===== src/rtl/macro_cell_pkg.sv =====
package macro_cell_pkg;

  localparam int CFG_W = 4;

  typedef enum logic [1:0] {
    FB_PIN  = 2'b00,
    FB_REG  = 2'b01,
    FB_SUM  = 2'b10,
    FB_RSVD = 2'b11
  } fb_sel_e;

  typedef struct packed {
    fb_sel_e fb;
    logic    registered;
    logic    active_high;
  } cell_cfg_t;

endpackage


===== src/rtl/mc_rst_sync.sv =====
module mc_rst_sync #(
  parameter int STAGES = 2
) (
  input  logic clk,
  input  logic rst_n,
  output logic rst_sync_n
);

  logic [STAGES-1:0] chain_q;

  genvar gi;
  generate
    for (gi = 0; gi < STAGES; gi++) begin : g_stage
      if (gi == 0) begin : g_first
        always_ff @(posedge clk or negedge rst_n) begin
          if (!rst_n) chain_q[gi] <= 1'b0;
          else        chain_q[gi] <= 1'b1;
        end
      end else begin : g_next
        always_ff @(posedge clk or negedge rst_n) begin
          if (!rst_n) chain_q[gi] <= 1'b0;
          else        chain_q[gi] <= chain_q[gi-1];
        end
      end
    end
  endgenerate

  assign rst_sync_n = chain_q[STAGES-1];

endmodule


===== src/rtl/mc_clk_sel.sv =====
module mc_clk_sel (
  input  logic clk,
  input  logic rst_n,
  input  logic src_pin,
  input  logic src_pterm,
  input  logic use_pterm,
  input  logic invert,
  output logic cap_en
);

  logic sel_lvl;
  logic lvl_q;
  logic lvl_nxt;

  always_comb begin
    sel_lvl = (use_pterm ? src_pterm : src_pin) ^ invert;
    lvl_nxt = sel_lvl;
  end

  // Reset value 1: a clock already high at release is not an edge
  always_ff @(posedge clk or negedge rst_n) begin
    if (!rst_n) lvl_q <= 1'b1;
    else        lvl_q <= lvl_nxt;
  end

  assign cap_en = sel_lvl & ~lvl_q;

  p_single_pulse_r9: assert property (@(posedge clk) disable iff (!rst_n)
    cap_en |=> !cap_en);

  p_needs_rise_r9: assert property (@(posedge clk) disable iff (!rst_n)
    !sel_lvl |=> !cap_en || $rose(sel_lvl));

endmodule


===== src/rtl/mc_dff.sv =====
module mc_dff (
  input  logic clk,
  input  logic rst_n,
  input  logic cap_en,
  input  logic d_i,
  input  logic preset_i,
  input  logic clear_i,
  output logic q_o
);

  logic q_reg;
  logic q_nxt;
  logic q_en;

  always_comb begin
    q_en = cap_en | clear_i;
    if (clear_i)       q_nxt = 1'b0;
    else if (preset_i) q_nxt = 1'b1;
    else               q_nxt = d_i;
  end

  always_ff @(posedge clk or negedge rst_n) begin
    if (!rst_n)    q_reg <= 1'b0;
    else if (q_en) q_reg <= q_nxt;
  end

  assign q_o = q_reg & ~clear_i;

  p_capture_r3: assert property (@(posedge clk) disable iff (!rst_n)
    (cap_en && !preset_i && !clear_i) |=> (q_reg == $past(d_i)));

  p_hold_r3: assert property (@(posedge clk) disable iff (!rst_n)
    (!cap_en && !clear_i) |=> $stable(q_reg));

  p_preset_r4: assert property (@(posedge clk) disable iff (!rst_n)
    (cap_en && preset_i && !clear_i) |=> q_reg);

  p_clear_r5: assert property (@(posedge clk) disable iff (!rst_n)
    clear_i |=> !q_reg);

  p_clear_wins_r6: assert property (@(posedge clk) disable iff (!rst_n)
    (cap_en && preset_i && clear_i) |=> !q_reg);

endmodule


===== src/rtl/mc_out_path.sv =====
module mc_out_path
  import macro_cell_pkg::*;
(
  input  cell_cfg_t cfg_i,
  input  logic      sum_i,
  input  logic      q_i,
  input  logic      oe_i,
  input  logic      pin_i,
  output logic      pin_o,
  output logic      pin_oe_o,
  output logic      fb_o
);

  logic data_sel;
  logic data_pol;

  always_comb begin
    data_sel = cfg_i.registered ? q_i : sum_i;
    data_pol = cfg_i.active_high ? data_sel : ~data_sel;
    pin_o    = oe_i ? data_pol : 1'b0;
    pin_oe_o = oe_i;
    unique case (cfg_i.fb)
      FB_REG:  fb_o = q_i;
      FB_SUM:  fb_o = sum_i;
      default: fb_o = pin_i;
    endcase
  end

  always_comb begin
    if (oe_i && cfg_i.registered && cfg_i.active_high)
      a_reg_high_r2: assert (pin_o == q_i);
  end

endmodule


===== src/rtl/macro_cell.sv =====
module macro_cell
  import macro_cell_pkg::*;
#(
  parameter int RST_STAGES = 2
) (
  input  logic             clk,
  input  logic             rst_n,
  input  logic             or_sum,
  input  logic             oe_term,
  input  logic             preset_term,
  input  logic             clear_term,
  input  logic             clk_pin,
  input  logic             clk_pterm,
  input  logic             clk_src_sel,
  input  logic             clk_invert,
  input  logic             pin_in,
  input  logic [CFG_W-1:0] cfg,
  output logic             pin_out,
  output logic             pin_oe,
  output logic             fb_out
);

  cell_cfg_t cfg_s;
  logic      rst_sync_n;
  logic      cap_en;
  logic      q_eff;

  assign cfg_s = cell_cfg_t'(cfg);

  mc_rst_sync #(.STAGES(RST_STAGES)) u_rst (
    .clk        (clk),
    .rst_n      (rst_n),
    .rst_sync_n (rst_sync_n)
  );

  mc_clk_sel u_clk (
    .clk       (clk),
    .rst_n     (rst_sync_n),
    .src_pin   (clk_pin),
    .src_pterm (clk_pterm),
    .use_pterm (clk_src_sel),
    .invert    (clk_invert),
    .cap_en    (cap_en)
  );

  mc_dff u_ff (
    .clk      (clk),
    .rst_n    (rst_sync_n),
    .cap_en   (cap_en),
    .d_i      (or_sum),
    .preset_i (preset_term),
    .clear_i  (clear_term),
    .q_o      (q_eff)
  );

  mc_out_path u_out (
    .cfg_i    (cfg_s),
    .sum_i    (or_sum),
    .q_i      (q_eff),
    .oe_i     (oe_term),
    .pin_i    (pin_in),
    .pin_o    (pin_out),
    .pin_oe_o (pin_oe),
    .fb_o     (fb_out)
  );

  p_rsvd_pin_fb_r7: assert property (@(posedge clk) disable iff (!rst_sync_n)
    (cfg_s.fb == FB_RSVD) |-> (fb_out == pin_in));

  p_disabled_quiet_r8: assert property (@(posedge clk) disable iff (!rst_sync_n)
    !oe_term |-> (!pin_oe && !pin_out));

  p_clear_output_r5: assert property (@(posedge clk) disable iff (!rst_sync_n)
    (clear_term && cfg_s.registered && cfg_s.active_high && oe_term) |-> !pin_out);

endmodule


===== config.mk =====
export PLATFORM = sky130hd
export DESIGN_NAME = macro_cell
export DESIGN_NICKNAME = d
export VERILOG_FILES = /design/src/rtl/macro_cell_pkg.sv /design/src/rtl/mc_rst_sync.sv /design/src/rtl/mc_clk_sel.sv /design/src/rtl/mc_dff.sv /design/src/rtl/mc_out_path.sv /design/src/rtl/macro_cell.sv
export SDC_FILE = /design/constraint.sdc
export NUM_CORES = 1
export LEC_CHECK = 0
export BUFFER_PORTS_ARGS = -buffer_cell sky130_fd_sc_hd__buf_2
export CELL_PAD_IN_SITES_DETAIL_PLACEMENT = 1
export CELL_PAD_IN_SITES_GLOBAL_PLACEMENT = 1
export CORE_AREA = 2 2 39 41
export DETAILED_ROUTE_END_ITERATION = 16
export DIE_AREA = 0 0 41 43
export GPL_TIMING_DRIVEN = 1
export PLACE_DENSITY_LB_ADDON = 0.15
export SLEW_MARGIN = 30
export SYNTH_ARGS = -nofsm -noshare
export SYNTH_HDL_FRONTEND = slang
export SYNTH_SLANG_ARGS = --single-unit

===== constraint.sdc =====
create_clock -name clk -period 1.4 [get_ports clk]
set_clock_uncertainty 0.05 [all_clocks]
set_input_delay 0.14 -clock clk [delete_from_list [all_inputs] [get_ports clk]]
set_output_delay 0.14 -clock clk [all_outputs]
set_load 0.02 [all_outputs]

; Word level (Yosys, flattened, before mapping)
; Cells that the tools add are included.
[totals]
wordCells = 20
register_bits = 4
output_inout_bits = 3
[op_classes]
mux = 7
eq_ne = 2
n_bitwise = 7
[op_table]
columns = operator, n
row1 = 1-bit two-way mux, 6
row2 = 1-bit inverter, 3
row3 = 1-bit AND, 2
row4 = "2-bit by 1-bit == test with 1-bit output, second input constant", 1
row5 = "2-bit == test, second input constant", 1
row6 = 1-bit one-hot mux with 2 select lines, 1
row7 = 1-bit OR, 1
row8 = 1-bit bitwise XOR, 1

; Longest topological paths before layout
[depth]
ltp_word = 6
depth_mapped = 4

; Modules after synthesis
; A second synthesis with hierarchy kept.
[hier_totals]
hier_cells = 26
area_unflattened_um2 = 260.2
[by_module_without_submodules]
columns = mod, instances, area_per_inst_um2, cells_per_inst
row1 = mc_out_path, 1, 86.3, 12
row2 = mc_clk_sel, 1, 73.8, 6
row3 = mc_rst_sync, 1, 53.8, 3
row4 = mc_dff, 1, 46.3, 5

; Least setup slack after synthesis
; No wires, ideal clock.
[synth_timing]
kind = reg2out
startpoint = reg u_ff.q_reg
endpoint = out pin_out
setup_slack_ns = -0.115
arrival_time_ns = 1.325
required_time_ns = 1.210
stages_incl_launch_ff = 4
cell_sequence = dfrtp_1 > and3b_1 > or3_1 > a21boi_0
[synth_via]
elab_chain_cells = 5
[synth_rtl]
columns = item, line_no
row1 = "start, declared", mc_dff.sv:11  ; logic q_reg;
row2 = "start signal, assigned", mc_dff.sv:24  ; else if (q_en) q_reg <= q_nxt;
row3 = 1-bit AND *, mc_dff.sv:27  ; assign q_o = q_reg & ~clear_i;
row4 = 1-bit two-way mux *, mc_out_path.sv:18  ; data_sel = cfg_i.registered ? q_i : sum_i;
row5 = 1-bit inverter, mc_out_path.sv:19  ; data_pol = cfg_i.active_high ? data_sel : ~data_sel;
row6 = 1-bit two-way mux *, mc_out_path.sv:19
row7 = 1-bit two-way mux *, mc_out_path.sv:20  ; pin_o = oe_i ? data_pol : 1'b0;
row8 = "end, declared", macro_cell.sv:18  ; output logic pin_out,
; Every way passes the cells marked *; elsewhere a longest branch is shown, timed or not.

; Worst setup path in the final report
; Same ends and word-level chain as after synthesis.

==> impl_metrics.toml <==
[outcome]
status = "complete, but fails checks"
violations = "setup timing"

[setup_path]
crit_family = "simple AND/OR/NAND/NOR gates"
crit_required_ns = 1.21
crit_type = "reg -> out"
cp.depth = 4
crit_chain = "and3b_1, or3_4, a21boi_2, buf_6"
r2r_cells = 3
cp_max_fo = 2
endpoint_kind = "output pin"
critPathSlowestCell = "dfrtp_1"
cp_slowest_stage_delay_ns = 0.36
critical_path_arrival_ns = 1.40
cp.buffers_inverters = 1
cp-start-kind = "flop"

[global_routing]
grt_usage = 0.1048
antenna_found_initial = 0
overflow = 0
grt_pass1_vias = 297
grt_pass1_wl_um = 1124
grt_max_degree = 4

[floorplan]
die_area_um2 = 1763
rows = 14
die_w_um = 41
core_area_um2 = 1384
io_pins = 18
die_h_um = 43
start_util = 0.1899

[timing]
fin_crit_sh = 1.135
hold_viol_final = 0
worst_slack_ns = -0.1886
rsz0062_at_grt = "true"
period_minus_slack_ns = 1.589
whs_ns = 0.03111
final-setup-viol-count = 1
final_max_slew_viol_count = 0
max_freq_mhz = 629.5

[pwr]
leakagePower_nw = 0.2200
power_density_nw_per_um2 = 891.2
ir_drop_mv = 0.6404
power.total_mw = 0.3847

[cts]
cts.path.max_buffers = 2
cts_sinks = 4
cts_root_buf = "clkbuf_4"
cts_inserted_buffers = 3
clock_latency_ns = 0.24
clk_pin_slew_worst_paths_ns = 0.04
cts_max_level = 1
cts_tree = "yes"

[logic_synthesis]
synth_flop_cell = "dfrtp_1"
ys_async_sr_fraction = 1.000
syn_nets = 44
synth_top_area_share = 0.2857
synth_common_cells = "3 x dfrtp_1, 3 x nor2_1, 3 x nor2b_1"
avgSynthCellArea_um2 = 9.732
synth_seq_cells = 4
synth_area_um2 = 262.8
synthTopCellsByArea = "dfrtp_1 29%, dfstp_2 10%, ha_1 9.5%"
ys_warn_count = 0
synth_edf_count = 0
synth_top_area_cell = "dfrtp_1"
ys_seq_area_frac = 0.3857
synth_cell_types = 18
syn_inst = 27

[detailed_routing]
vias = 275
post_drt_wl_per_cell_um = 9.923
drtPass1Iterations = 2
ant_nets = 0
totalWireLength_um = 645
viasPerCell = 4.231
drt_iter0_drc = 1
route.detailed.drc = 0

[placement]
portBuffers = 17
gp_congestion = 0.5787
place_hpwl_um = 541

[job]
max_cap_violations = 0

[min_path]
min_path_cells = 2
min_path_type = "in -> reg"

[cells_and_area]
drive_above_1_share = 0.5306
n_fill_cell = 175
nets = 67
antenna_cells = 0
areaGrowthSynthToFinish_pct = 64.29
[final timing paths]
check,slack (ns),startpoint,endpoint
setup / recovery,-0.19,u_ff.q_reg$_DFFE_PN0P_,pin_out
hold / removal,0.03,clk_invert,u_clk.lvl_q$_DFF_PN1_
setup reg to reg,0.15,u_clk.lvl_q$_DFF_PN1_,u_ff.q_reg$_DFFE_PN0P_
hold reg to reg,0.14,u_rst.rst_sync_n$_DFF_PN0_,u_clk.lvl_q$_DFF_PN1_
max in group asynchronous,0.68,u_rst.rst_sync_n$_DFF_PN0_,u_ff.q_reg$_DFFE_PN0P_
min in group asynchronous,0.14,u_rst.rst_sync_n$_DFF_PN0_,u_clk.lvl_q$_DFF_PN1_
[where the power goes]
part | switching [mW] | internal [mW]
clock network | 0.0523 | 0.107
logic | 0.0412 | 0.0509
registers | 0.00427 | 0.129
[layer usage]
metal,GRT usage,vias to the layer above,share of wire
li1,-,131,-
met1,0.08795,123,0.30
met2,0.1563,16,0.52
met3,0.06283,5,0.13
met4,0.1000,0,0.045
met5,0,-,0
[cell type report]
cell class                 count  area, um2  area share
clock buffer                   4      26.28     0.06087
inverter                       2      7.507     0.01739
timing repair buffer          19      113.9      0.2638
tap                           16      20.02     0.04638
sequential                     4      101.3      0.2348
multi-input combinational     20      162.7      0.3768
[kinds of logic after synthesis]
logic type / synth area share
and+or+nand+nor: 0.1857
muxes: 0.1333
buffers and inverters: 0.05716
xor gates and xnor gates: 0.03334
AOI/OAI and AO/OA: 0.09526
other: 0.01427
adders and majority gates: 0.09522
DFF: 0.3857
[worst register-to-register path: stages (launching register included)]
cell and delay, ns:
dfstp_2 0.52, nor2b_1 0.04, mux2i_1 0.18, mux2_1 0.34
[per-stage QoR]
stage	setup TNS [ns]	util	worst slack, ns	cells	cell area (um2)
after global routing	-0.2715	0.3119	-0.2715	65	431.7
final	-0.1886	0.3119	-0.1886	65	431.7
after CTS	-0.2298	0.2957	-0.2298	65	409.1
after floorplan	0	-	0.03048	27	262.8
after global placement	0	0.2604	0.09890	59	360.3
after detailed placement	0	0.2604	0.01349	59	360.3
[repair_timing]
item / in CTS / in global routing
hold buffers: 2 / 0
setup buffers: 0 / 0
setup endpoints to repair: 2 / 2
hold endpoints to repair: 3 / 0
gates resized for setup: 1 / 7
pin swaps: 1 / 2
[layout by cell type (no fill, tap or decap), types with 2 or more instances in the layout]
| cell | netlist | final |
|---|---|---|
| nor2b_1 | 3 | 2 |
| nor2_1 | 3 | 3 |
| clkbuf_4 | 0 | 3 |
| inv_1 | 2 | 2 |
| ha_1 | 2 | 2 |
| dlygate4sd3_1 | 0 | 2 |
| buf_2 | 0 | 15 |
| dfrtp_1 | 3 | 3 |
(Power assumes the default switching activity.)
